<file path="src/rtl/stw_pkg.sv">
package stw_pkg;

  localparam int SEL_MODE    = 0;
  localparam int SEL_TARGET  = 1;
  localparam int SEL_START_L = 2;
  localparam int SEL_START_M = 3;
  localparam int SEL_START_H = 4;
  localparam int SEL_BANK    = 5;
  localparam int MODE_PTR_BIT = 6;

  typedef enum logic [3:0] {
    ST_IDLE,
    ST_PICK,
    ST_HDR_REQ,
    ST_HDR_WAIT,
    ST_PLO_REQ,
    ST_PLO_WAIT,
    ST_PHI_REQ,
    ST_PHI_WAIT,
    ST_DAT_REQ,
    ST_DAT_WAIT,
    ST_WRITE,
    ST_STEP
  } seq_state_e;

  function automatic logic [6:0] hdr_lines(input logic [7:0] h);
    return h[6:0];
  endfunction

  function automatic logic hdr_repeat(input logic [7:0] h);
    return h[7];
  endfunction

  function automatic logic hdr_stops(input logic [7:0] h);
    return (h[6:0] == 7'd0);
  endfunction

  function automatic logic [23:0] unit_addr(input logic ptr_mode,
                                            input logic [7:0] bank,
                                            input logic [15:0] ptr,
                                            input logic [23:0] tbl);
    return ptr_mode ? {bank, ptr} : tbl;
  endfunction

  function automatic logic last_line(input logic [6:0] left);
    return (left == 7'd1);
  endfunction

endpackage

</file>
<file path="src/rtl/stw_pick.sv">
module stw_pick #(
  parameter int N   = 8,
  parameter int CHW = $clog2(N)
) (
  input  logic [N-1:0]   mask,
  output logic           any,
  output logic [CHW-1:0] idx
);
  always_comb begin
    any = 1'b0;
    idx = '0;
    for (int i = N - 1; i >= 0; i--) begin
      if (mask[i]) begin
        any = 1'b1;
        idx = CHW'(i);
      end
    end
  end
endmodule

</file>
<file path="src/rtl/stw_cfg.sv">
module stw_cfg
  import stw_pkg::*;
#(
  parameter int N   = 8,
  parameter int CHW = $clog2(N)
) (
  input  logic                 clk,
  input  logic                 rst_n,
  input  logic                 cfg_we,
  input  logic [CHW-1:0]       cfg_ch,
  input  logic [2:0]           cfg_sel,
  input  logic [7:0]           cfg_wdata,
  input  logic                 en_we,
  input  logic [N-1:0]         en_wdata,
  input  logic                 frame_start,
  input  logic [N-1:0]         gdma_req,
  output logic [N-1:0]         ptr_mode,
  output logic [N-1:0][7:0]    target,
  output logic [N-1:0][23:0]   start,
  output logic [N-1:0][7:0]    bank,
  output logic [N-1:0]         claim,
  output logic [N-1:0]         gdma_grant
);
  logic [N-1:0] arm_q;

  for (genvar c = 0; c < N; c++) begin : g_chan
    logic hit;
    assign hit = cfg_we && (cfg_ch == CHW'(c));
    always_ff @(posedge clk or negedge rst_n) begin
      if (!rst_n) begin
        ptr_mode[c] <= 1'b0;
        target[c]   <= '0;
        start[c]    <= '0;
        bank[c]     <= '0;
      end else if (hit) begin
        case (int'(cfg_sel))
          SEL_MODE:    ptr_mode[c]      <= cfg_wdata[MODE_PTR_BIT];
          SEL_TARGET:  target[c]        <= cfg_wdata;
          SEL_START_L: start[c][7:0]    <= cfg_wdata;
          SEL_START_M: start[c][15:8]   <= cfg_wdata;
          SEL_START_H: start[c][23:16]  <= cfg_wdata;
          SEL_BANK:    bank[c]          <= cfg_wdata;
          default: ;
        endcase
      end
    end
  end

  always_ff @(posedge clk or negedge rst_n) begin
    if (!rst_n) begin
      arm_q <= '0;
      claim <= '0;
    end else begin
      if (en_we) arm_q <= en_wdata;
      if (frame_start) claim <= arm_q;
    end
  end

  assign gdma_grant = gdma_req & ~claim;
endmodule

</file>
<file path="src/rtl/stw_seq.sv">
module stw_seq
  import stw_pkg::*;
#(
  parameter int N   = 8,
  parameter int CHW = $clog2(N)
) (
  input  logic                 clk,
  input  logic                 rst_n,
  input  logic                 frame_start,
  input  logic                 hblank,
  input  logic [N-1:0]         claim,
  input  logic [N-1:0]         ptr_mode,
  input  logic [N-1:0][7:0]    target,
  input  logic [N-1:0][23:0]   start,
  input  logic [N-1:0][7:0]    bank,
  output logic                 abus_rd,
  output logic [23:0]          abus_addr,
  input  logic                 abus_rvalid,
  input  logic [7:0]           abus_rdata,
  output logic                 bbus_we,
  output logic [7:0]           bbus_addr,
  output logic [7:0]           bbus_wdata,
  output logic [CHW-1:0]       cur_ch,
  output logic [N-1:0]         active,
  output logic                 ev_hdr,
  output logic                 ev_halt
);
  seq_state_e     state_q;
  logic [CHW-1:0] ch_q;
  logic [N-1:0]   todo_q;
  logic           init_q;
  logic           fs_pend_q;
  logic           hb_pend_q;
  logic [7:0]     dat_q;

  logic [N-1:0]   act_q;
  logic [N-1:0]   rep_q;
  logic [N-1:0]   xfer_q;
  logic [23:0]    tbl_q [N];
  logic [15:0]    ptr_q [N];
  logic [6:0]     left_q [N];

  logic           pick_any;
  logic [CHW-1:0] pick_idx;
  logic           cur_ptr;

  stw_pick #(.N(N), .CHW(CHW)) u_pick (
    .mask (todo_q),
    .any  (pick_any),
    .idx  (pick_idx)
  );

  assign cur_ptr = ptr_mode[ch_q];

  always_ff @(posedge clk or negedge rst_n) begin
    if (!rst_n) begin
      state_q   <= ST_IDLE;
      ch_q      <= '0;
      todo_q    <= '0;
      init_q    <= 1'b0;
      fs_pend_q <= 1'b0;
      hb_pend_q <= 1'b0;
      dat_q     <= '0;
      act_q     <= '0;
      rep_q     <= '0;
      xfer_q    <= '0;
      for (int i = 0; i < N; i++) begin
        tbl_q[i]  <= '0;
        ptr_q[i]  <= '0;
        left_q[i] <= '0;
      end
    end else begin
      case (state_q)
        ST_IDLE: begin
          if (fs_pend_q) begin
            fs_pend_q <= 1'b0;
            init_q    <= 1'b1;
            todo_q    <= claim;
            act_q     <= '0;
            state_q   <= ST_PICK;
          end else if (hb_pend_q) begin
            hb_pend_q <= 1'b0;
            init_q    <= 1'b0;
            todo_q    <= act_q;
            state_q   <= ST_PICK;
          end
        end
        ST_PICK: begin
          if (!pick_any) begin
            state_q <= ST_IDLE;
          end else begin
            ch_q             <= pick_idx;
            todo_q[pick_idx] <= 1'b0;
            if (init_q) begin
              tbl_q[pick_idx] <= start[pick_idx];
              state_q         <= ST_HDR_REQ;
            end else if (xfer_q[pick_idx]) begin
              state_q <= ST_DAT_REQ;
            end else begin
              state_q <= ST_STEP;
            end
          end
        end
        ST_HDR_REQ: state_q <= ST_HDR_WAIT;
        ST_HDR_WAIT: begin
          if (abus_rvalid) begin
            tbl_q[ch_q] <= tbl_q[ch_q] + 24'd1;
            if (hdr_stops(abus_rdata)) begin
              act_q[ch_q] <= 1'b0;
              state_q     <= ST_PICK;
            end else begin
              act_q[ch_q]  <= 1'b1;
              left_q[ch_q] <= hdr_lines(abus_rdata);
              rep_q[ch_q]  <= hdr_repeat(abus_rdata);
              xfer_q[ch_q] <= 1'b1;
              state_q      <= cur_ptr ? ST_PLO_REQ : ST_PICK;
            end
          end
        end
        ST_PLO_REQ: state_q <= ST_PLO_WAIT;
        ST_PLO_WAIT: begin
          if (abus_rvalid) begin
            ptr_q[ch_q][7:0] <= abus_rdata;
            tbl_q[ch_q]      <= tbl_q[ch_q] + 24'd1;
            state_q          <= ST_PHI_REQ;
          end
        end
        ST_PHI_REQ: state_q <= ST_PHI_WAIT;
        ST_PHI_WAIT: begin
          if (abus_rvalid) begin
            ptr_q[ch_q][15:8] <= abus_rdata;
            tbl_q[ch_q]       <= tbl_q[ch_q] + 24'd1;
            state_q           <= ST_PICK;
          end
        end
        ST_DAT_REQ: state_q <= ST_DAT_WAIT;
        ST_DAT_WAIT: begin
          if (abus_rvalid) begin
            dat_q <= abus_rdata;
            if (cur_ptr) ptr_q[ch_q] <= ptr_q[ch_q] + 16'd1;
            else         tbl_q[ch_q] <= tbl_q[ch_q] + 24'd1;
            state_q <= ST_WRITE;
          end
        end
        ST_WRITE: state_q <= ST_STEP;
        ST_STEP: begin
          xfer_q[ch_q] <= rep_q[ch_q];
          if (last_line(left_q[ch_q])) begin
            left_q[ch_q] <= '0;
            state_q      <= ST_HDR_REQ;
          end else begin
            left_q[ch_q] <= left_q[ch_q] - 7'd1;
            state_q      <= ST_PICK;
          end
        end
        default: state_q <= ST_IDLE;
      endcase
      if (frame_start) fs_pend_q <= 1'b1;
      if (hblank)      hb_pend_q <= 1'b1;
    end
  end

  always_comb begin
    abus_rd = (state_q == ST_HDR_REQ) || (state_q == ST_PLO_REQ) ||
              (state_q == ST_PHI_REQ) || (state_q == ST_DAT_REQ);
    if (state_q == ST_DAT_REQ)
      abus_addr = unit_addr(cur_ptr, bank[ch_q], ptr_q[ch_q], tbl_q[ch_q]);
    else
      abus_addr = tbl_q[ch_q];
  end

  assign bbus_we    = (state_q == ST_WRITE);
  assign bbus_addr  = target[ch_q];
  assign bbus_wdata = dat_q;
  assign cur_ch     = ch_q;
  assign active     = act_q;
  assign ev_hdr     = (state_q == ST_HDR_WAIT) && abus_rvalid && !hdr_stops(abus_rdata);
  assign ev_halt    = (state_q == ST_HDR_WAIT) && abus_rvalid &&  hdr_stops(abus_rdata);
endmodule

</file>
<file path="src/rtl/scanline_table_writer.sv">
module scanline_table_writer #(
  parameter int N   = 8,
  parameter int CHW = $clog2(N)
) (
  input  logic           clk,
  input  logic           rst_n,
  input  logic           frame_start,
  input  logic           hblank,
  input  logic           cfg_we,
  input  logic [CHW-1:0] cfg_ch,
  input  logic [2:0]     cfg_sel,
  input  logic [7:0]     cfg_wdata,
  input  logic           en_we,
  input  logic [N-1:0]   en_wdata,
  input  logic [N-1:0]   gdma_req,
  output logic [N-1:0]   gdma_grant,
  output logic           abus_rd,
  output logic [23:0]    abus_addr,
  input  logic           abus_rvalid,
  input  logic [7:0]     abus_rdata,
  output logic           bbus_we,
  output logic [7:0]     bbus_addr,
  output logic [7:0]     bbus_wdata
);
  logic [N-1:0]        ptr_mode;
  logic [N-1:0][7:0]   target;
  logic [N-1:0][23:0]  start;
  logic [N-1:0][7:0]   bank;
  logic [N-1:0]        claim;
  logic [CHW-1:0]      mon_ch;
  logic [N-1:0]        mon_act;
  logic                mon_hdr;
  logic                mon_halt;

  stw_cfg #(.N(N), .CHW(CHW)) u_cfg (
    .clk        (clk),
    .rst_n      (rst_n),
    .cfg_we     (cfg_we),
    .cfg_ch     (cfg_ch),
    .cfg_sel    (cfg_sel),
    .cfg_wdata  (cfg_wdata),
    .en_we      (en_we),
    .en_wdata   (en_wdata),
    .frame_start(frame_start),
    .gdma_req   (gdma_req),
    .ptr_mode   (ptr_mode),
    .target     (target),
    .start      (start),
    .bank       (bank),
    .claim      (claim),
    .gdma_grant (gdma_grant)
  );

  stw_seq #(.N(N), .CHW(CHW)) u_seq (
    .clk        (clk),
    .rst_n      (rst_n),
    .frame_start(frame_start),
    .hblank     (hblank),
    .claim      (claim),
    .ptr_mode   (ptr_mode),
    .target     (target),
    .start      (start),
    .bank       (bank),
    .abus_rd    (abus_rd),
    .abus_addr  (abus_addr),
    .abus_rvalid(abus_rvalid),
    .abus_rdata (abus_rdata),
    .bbus_we    (bbus_we),
    .bbus_addr  (bbus_addr),
    .bbus_wdata (bbus_wdata),
    .cur_ch     (mon_ch),
    .active     (mon_act),
    .ev_hdr     (mon_hdr),
    .ev_halt    (mon_halt)
  );
endmodule

</file>
<file path="config.mk">
export PLATFORM = sky130hd
export DESIGN_NAME = scanline_table_writer
export DESIGN_NICKNAME = d
export VERILOG_FILES = /design/src/rtl/stw_pkg.sv /design/src/rtl/stw_pick.sv /design/src/rtl/stw_cfg.sv /design/src/rtl/stw_seq.sv /design/src/rtl/scanline_table_writer.sv
export SDC_FILE = /design/constraint.sdc
export NUM_CORES = 2
export LEC_CHECK = 0
export ABC_AREA = 1
export CAP_MARGIN = 20
export CORE_MARGIN = 2
export CORE_UTILIZATION = 29
export DETAILED_ROUTE_END_ITERATION = 16
export DONT_BUFFER_PORTS = 1
export SYNTH_ARGS = -nofsm -noshare
export SYNTH_HDL_FRONTEND = slang
export SYNTH_SLANG_ARGS = --single-unit
</file>
<file path="constraint.sdc">
create_clock -name clk -period 3.6 [get_ports clk]
set_input_delay 0.36 -clock clk [delete_from_list [all_inputs] [get_ports clk]]
set_output_delay 0.36 -clock clk [all_outputs]
set_load 0.005 [all_outputs]
</file>
Word level (Yosys, flattened, before mapping)
Cells that the tools add are included.
Word-level totals
  flip-flop bits (word level): 770
  latch bits: 0
  bits in writable memories: 0
  bits in read-only memories: 0
  input port bits: 45
  output and inout port bits: 50
  logic and storage cells: 342
  memories: 0
Cells by class
  $add $sub $neg: 3
  $mul: 0
  divide/modulo/power cells: 0
  magnitude comparators: 8
  equality and inequality tests: 37
  shift operators: 0
  multiplexer cells: 110
  bitwise logic cells: 13
  reductions and logical operators: 87
Operator list (number)
  $mux W192: 5
  $pmux W192 S3: 1
  $mux W128: 4
  $bwmux W128: 3
  $bwmux W192: 2
  $pmux W128 S3: 1
  $mux W24: 7
  $mux W56: 3
  $bmux W24 S3: 2
  $demux W16 S3: 3
  $demux W24 S3: 2
  $bwmux W56: 2
  $pmux W56 S2: 1
  $reduce_and A2 Y1: 52
  $mux W8: 11
  $mux W16: 4
  $and A56 B56 Y56: 1
  $not A56 Y56: 1
  $bmux W16 S3: 1
  $bmux W8 S3: 2
  $pmux W4 S12: 1
  $pmux W8 S2: 3
  $mux W4: 9
  $mux W3: 9
  42 further kinds: 128

Logic depth before layout (Yosys ltp)
  depth after elaboration: 17
  depth in mapped cells: 21
  depth with buffers taken out: 18

Cells and area by module
From an unflattened synthesis, not the netlist that was laid out.
Unflattened totals
  cells, all modules: 6359
  area, all modules: 44041.0 um^2
Modules (own cells, without submodules)
  stw_seq: times used 1, cells each 4759, area each 30066.3 um^2, sequential area each 10660.2 um^2
  stw_cfg: times used 1, cells each 1578, area each 13875.8 um^2, sequential area each 8608.3 um^2
  stw_pick: times used 1, cells each 22, area each 98.8 um^2, sequential area each 0.0 um^2

Least setup slack after synthesis
OpenSTA, ideal clock, no wires.
  kind: register to register
  start: register u_seq.ch_q[0], in the netlist u_seq.cur_ch[0]
  end: register u_seq.left_q[5] (netlist name)
  setup time: 0.117 ns
  data arrival time: 2.481 ns
  data required time: 3.483 ns
  path slack: 1.002 ns
  stages on the path, launching flop included: 20
  path buffers: 4
  clock period less this slack: 2.598 ns
  cells stage by stage: dfrtp_1 -> inv_2 -> buf_4 -> buf_4 -> buf_2 -> nand2_1 -> a21oi_1 -> o21ai_0 -> nand2_1 -> ha_1 -> inv_1 -> nor2_1 -> nand3_2 -> buf_2 -> nand3_1 -> inv_1 -> nand2_1 -> nand2_1 -> nand2_1 -> nand2_1
Between the ends
  longest elaborated chain between the ends: 9
  elaborated cells on any way between the ends: 19
  classes of those cells: 1 x add/sub; 2 x order compare; 1 x eq/ne; 11 x mux; 3 x bitwise; 1 x reduce/logical
RTL lines
  from (decl): RTL line stw_seq.sv:29  | logic [CHW-1:0] ch_q;
  from (signal assigned): RTL line stw_seq.sv:92  | ch_q <= pick_idx;
  $not A3 Y4 (not written as such) (*)
  branches (longest 7 deep; another with $sub A7 B1 Y7)
  $pmux W56 S2 (*): RTL line stw_seq.sv:73  | case (state_q)
  to (signal, indexed assignment): RTL line stw_seq.sv:113  | left_q[ch_q] <= hdr_lines(abus_rdata);
  to (signal, indexed assignment): RTL line stw_seq.sv:152  | left_q[ch_q] <= left_q[ch_q] - 7'd1;
  to (decl): RTL line stw_seq.sv:41  | logic [6:0] left_q [N];
Every way passes the cells marked *. The select of a mux whose other input is x is not followed.
A chain may end at the register's enable or synchronous reset.

Worst setup path after layout
  start: register u_seq.ch_q[0], in the netlist u_seq.cur_ch[0]
  end: output port abus_addr[15]
Between the ends
  longest elaborated chain between the ends: 6
  elaborated cells on any way between the ends: 11
  classes of those cells: 10 x mux; 1 x bitwise
RTL lines
  $not A3 Y4 (not written as such): RTL line stw_seq.sv:167, stw_seq.sv:169
  $bmux W24 S3 or $bmux W16 S3 (tied branches): RTL line stw_seq.sv:167, stw_seq.sv:169
  $mux W24 (not written as such) or $mux W16 (tied branches) (2 in series): RTL line stw_seq.sv:167, stw_seq.sv:169
  $mux W24: RTL line stw_pkg.sv:42  | return ptr_mode ? {bank, ptr} : tbl;
  $mux W24 (*): RTL line stw_seq.sv:166  | if (state_q == ST_DAT_REQ)
  to (decl): RTL line scanline_table_writer.sv:18  | output logic [23:0] abus_addr,
Mark *: on every way between the ends. The rest lies on a longest branch, timed or not. The select of a mux whose other input is x is not followed.

==> impl_metrics.py <==
metrics = {
    "detailed_routing": {
        "ant_nets": 0,
        "drc": 0,
        "post_drt_wl_per_cell_um": 21.3,
        "via_per_inst": 5.31,
        "via_count": 43200,
        "drt_iter0_markers": 5643,
        "wl_um": 173000,
        "dr.pass1.iters": 8,
    },
    "cells_and_area": {
        "nets": 6177,
        "drive_gt1_share_pct": 7.65,
        "final_util_pct": 33.4,
        "nFillCells": 15900,
        "area_growth_pct": 14.7,
        "stdcell_area_um2": 49100,
    },
    "global_routing": {
        "grt_antenna_before_repair": 3,
        "track_usage_pct": 22.4,
        "grt_max_degree": 771,
        "grt_pass1_wl_um": 260000,
        "first_global_vias": 40100,
        "grt-ovfl-total": 0,
    },
    "sta": {
        "relSlewSlack_pct": 4.63,
        "fmax_ghz": 0.281,
        "fin_skew_ps": 36.3,
        "slew_violations": 0,
        "hold_ws_ps": -168,
        "period_share_pct": 99.0,
        "hold_viol": 160,
        "setup_viol": 0,
        "rsz0062_at_grt": "true",
        "tightest_slew_ps": 1430,
        "finalCriticalPeriod_ps": 3560,
    },
    "synthesis": {
        "syn-num-nets": 6177,
        "yosysSeqAreaShare_pct": 45.0,
        "synth_cell_types": 47,
        "synth_commonest_cells": "2395 x nand2_1, 770 x dfrtp_1, 601 x o21ai_0",
        "avgSynthCellArea_um2": 6.99,
        "synthCells": 6128,
        "synth_top_cell_by_area": "dfrtp_1",
        "ys_top_cells_by_area": "dfrtp_1 45%, nand2_1 21%, o21ai_0 7.0%",
        "synthArstFlopShare_pct": 100,
        "ys_seq_elements": 770,
        "yosysMostFrequentCell": "nand2_1",
        "synth-main-ff-cell": "dfrtp_1",
        "ys_warn_count": 0,
        "synth_edf_count": 0,
        "synth_top_area_share_pct": 45.0,
        "syn_area_um2": 42800,
    },
    "setup_path": {
        "endpoint_kind": "output port",
        "r2r-start": "u_seq.cur_ch[0]",
        "cp.required_ps": 3240,
        "worstSetupPathType": "reg -> out",
        "crit_arrival_ps": 3200,
        "r2r_end": "u_seq.tbl_q[191]",
        "worstSetupStartpointType": "register",
        "rrSetupSlack_ps": 300,
        "reg2reg_depth": 15,
        "cp_max_fo": 27,
    },
    "cts": {
        "cts_root_buf": "clkbuf_16",
        "cts.clk_slew.worst_paths_ps": 70,
        "clock_sinks": 770,
        "clkLatencyLatePin_ps": 720,
        "post_cts_buffers": 0,
        "clk_path_buf_depth": 3,
        "cts-buffers-inserted": 86,
        "cts_tree": "done",
        "htree_levels": 3,
    },
    "run": {
        "maxCapViolCount": 0,
    },
    "place": {
        "placed_area_um2": 45800,
        "dp_hpwl_um": 114000,
        "portBuffers": 0,
        "gp_congestion": 0.967,
    },
    "die": {
        "core_region_area_um2": 147000,
        "die_x_um": 388,
        "io_pins": 95,
        "die_area_um2": 151000,
        "std_cell_rows": 141,
        "start_util_pct": 29.1,
        "die_height_um": 388,
    },
    "power_and_ir_drop": {
        "pwr-share-clk_pct": 21.2,
        "ir_worst_vdd_v": 0.000512,
        "p_int_w": 0.0223,
        "p_comb_share_pct": 51.8,
        "cellLeakagePower_nw": 23.8,
        "switching_power_w": 0.0223,
        "power.density_nw_per_um2": 909,
        "switching_share_pct": 50.0,
        "seqPwrFrac_pct": 27.0,
    },
    "outcome": {
        "violations": "hold timing",
        "status": "complete, but fails checks",
    },
    "worst_hold_path": {
        "hold_class": "in -> async",
    },
}
==> critical path, stage by stage (launching register included) <==
cell and delay [ps]:
dfrtp_4 570, inv_6 200, nor2_4 60, buf_4 200
buf_4 280, a22oi_1 250, nand4_1 290, o21ai_0 360
buf_4 180
==> routing by layer <==
layer	up-vias	part of all wire, %	global-route usage [%]
met1	20700	43	31.3
met4	6	4.7	9.75
met3	448	9.9	4.79
li1	19800	-	-
met5	-	0.018	0
met2	2194	43	33.3
==> final cells by class <==
class	count	area, µm²	area share (%)
multi-input combinational	4579	20600	41.9
sequential	770	19300	39.2
clock buffer	126	2580	5.26
tap	1930	2410	4.91
timing repair buffer	239	2170	4.41
inverter	452	1700	3.47
clock inverter	32	398	0.810
antenna	2	5.00	0.0102
==> placed cells by master, fill, tap and decap left out, drive strengths merged <==
| cell | synthesis | routed |
|---|---|---|
| nand2 | 2408 | 2408 |
| dfrtp | 770 | 770 |
| o21ai | 623 | 623 |
| nor2 | 463 | 463 |
| inv | 443 | 445 |
| nand3 | 441 | 441 |
| buf | 129 | 219 |
| a21oi | 204 | 204 |
| clkbuf | 198 | 127 |
| o22ai | 116 | 116 |
| a21boi | 64 | 64 |
| nand3b | 63 | 63 |
| nand4 | 59 | 59 |
| a22oi | 37 | 37 |
| clkinv | 9 | 30 |
| dlygate4sd3 | 0 | 19 |
| o211ai | 18 | 18 |
| a221oi | 17 | 17 |
| a22o | 12 | 12 |
| nor3 | 11 | 11 |
| a31oi | 9 | 9 |
| mux2i | 8 | 8 |
| bufinv | 0 | 6 |
| o21bai | 5 | 5 |
| a211oi | 5 | 5 |
| ha | 4 | 4 |
| xnor2 | 3 | 3 |
| a311oi | 3 | 3 |
| clkinvlp | 0 | 3 |
| xor2 | 3 | 3 |
| diode | 0 | 2 |
| a221o | 1 | 1 |
| or2 | 1 | 1 |
| nor4 | 1 | 1 |
==> power groups by stage <==
stage                     clock network [W]  logic (W)  registers [W]
after detailed placement                  0     0.0221         0.0121
final                               0.00945     0.0231         0.0121
after global routing                0.00986     0.0247         0.0123
after CTS                           0.00953     0.0222         0.0120
after floorplan                           0     0.0127         0.0117
after global placement                    0     0.0220         0.0121
==> flip-flops by register name, indices dropped and copies added, names as in the netlist <==
register          flops
u_seq.bbus_wdata      8
u_cfg.claim           8
u_seq.left_q         56
u_seq.state_q         4
u_cfg.bank           64
u_seq.init_q          1
u_seq.tbl_q         192
u_cfg.arm_q           8
u_seq.ptr_q         128
u_seq.hb_pend_q       1
u_cfg.start         192
u_seq.fs_pend_q       1
u_seq.todo_q          8
u_seq.active          8
u_seq.cur_ch          3
u_cfg.ptr_mode        8
u_seq.rep_q           8
u_seq.xfer_q          8
u_cfg.target         64
==> how the worst max path moves through the flow <==
stage,cells after the start,start,to
4_1_cts,8,u_seq.cur_ch[0],abus_addr[15]
5_1_grt,11,u_seq.cur_ch[0],abus_addr[8]
2_1_floorplan,19,u_seq.cur_ch[0],u_seq.left_q[5]
3_3_place_gp,15,u_seq.cur_ch[0],u_seq.tbl_q[140]
6_report,8,u_seq.cur_ch[0],abus_addr[15]
3_5_place_dp,15,u_seq.cur_ch[0],u_seq.tbl_q[167]
==> per-stage QoR <==
stage | total power, W | setup slack [ps] | TNS, ps | instances | hold WS (ps)
2_1_floorplan | 0.0245 | 1000 | 0 | 6128 | 64.4
3_3_place_gp | 0.0341 | 338 | 0 | 7944 | 208
4_1_cts | 0.0438 | 15.7 | 0 | 8121 | -545
3_5_place_dp | 0.0343 | 324 | 0 | 7946 | 202
6_report | 0.0447 | 36.8 | 0 | 8130 | -168
5_1_grt | 0.0469 | -16.5 | -29.3 | 8128 | -18.7
==> logic make-up (layout without fill, tap and decap cells) <==
kind of cell / count (synthesis) / count (layout) / share of synthesized area (%)
and+or+nand+nor: 3447 / 3447 / 32.7
adders and majority gates: 4 / 4 / 0.117
DFF: 770 / 770 / 45.0
AOI/OAI and AO/OA: 1114 / 1114 / 14.6
muxes: 8 / 8 / 0.187
other: 0 / 2 / 0
xor gates and xnor gates: 6 / 6 / 0.140
buffers and inverters: 779 / 849 / 7.31
==> repair_timing <==
| item | CTS | global route |
|---|---|---|
| setup endpoints to repair | 9 | 38 |
| resized for setup | 6 | 11 |
| pin swaps | 0 | 0 |
| hold endpoints to repair | 798 | 126 |
| hold buffers | 17 | 3 |
No activity file was read; power rests on OpenSTA's default activity.
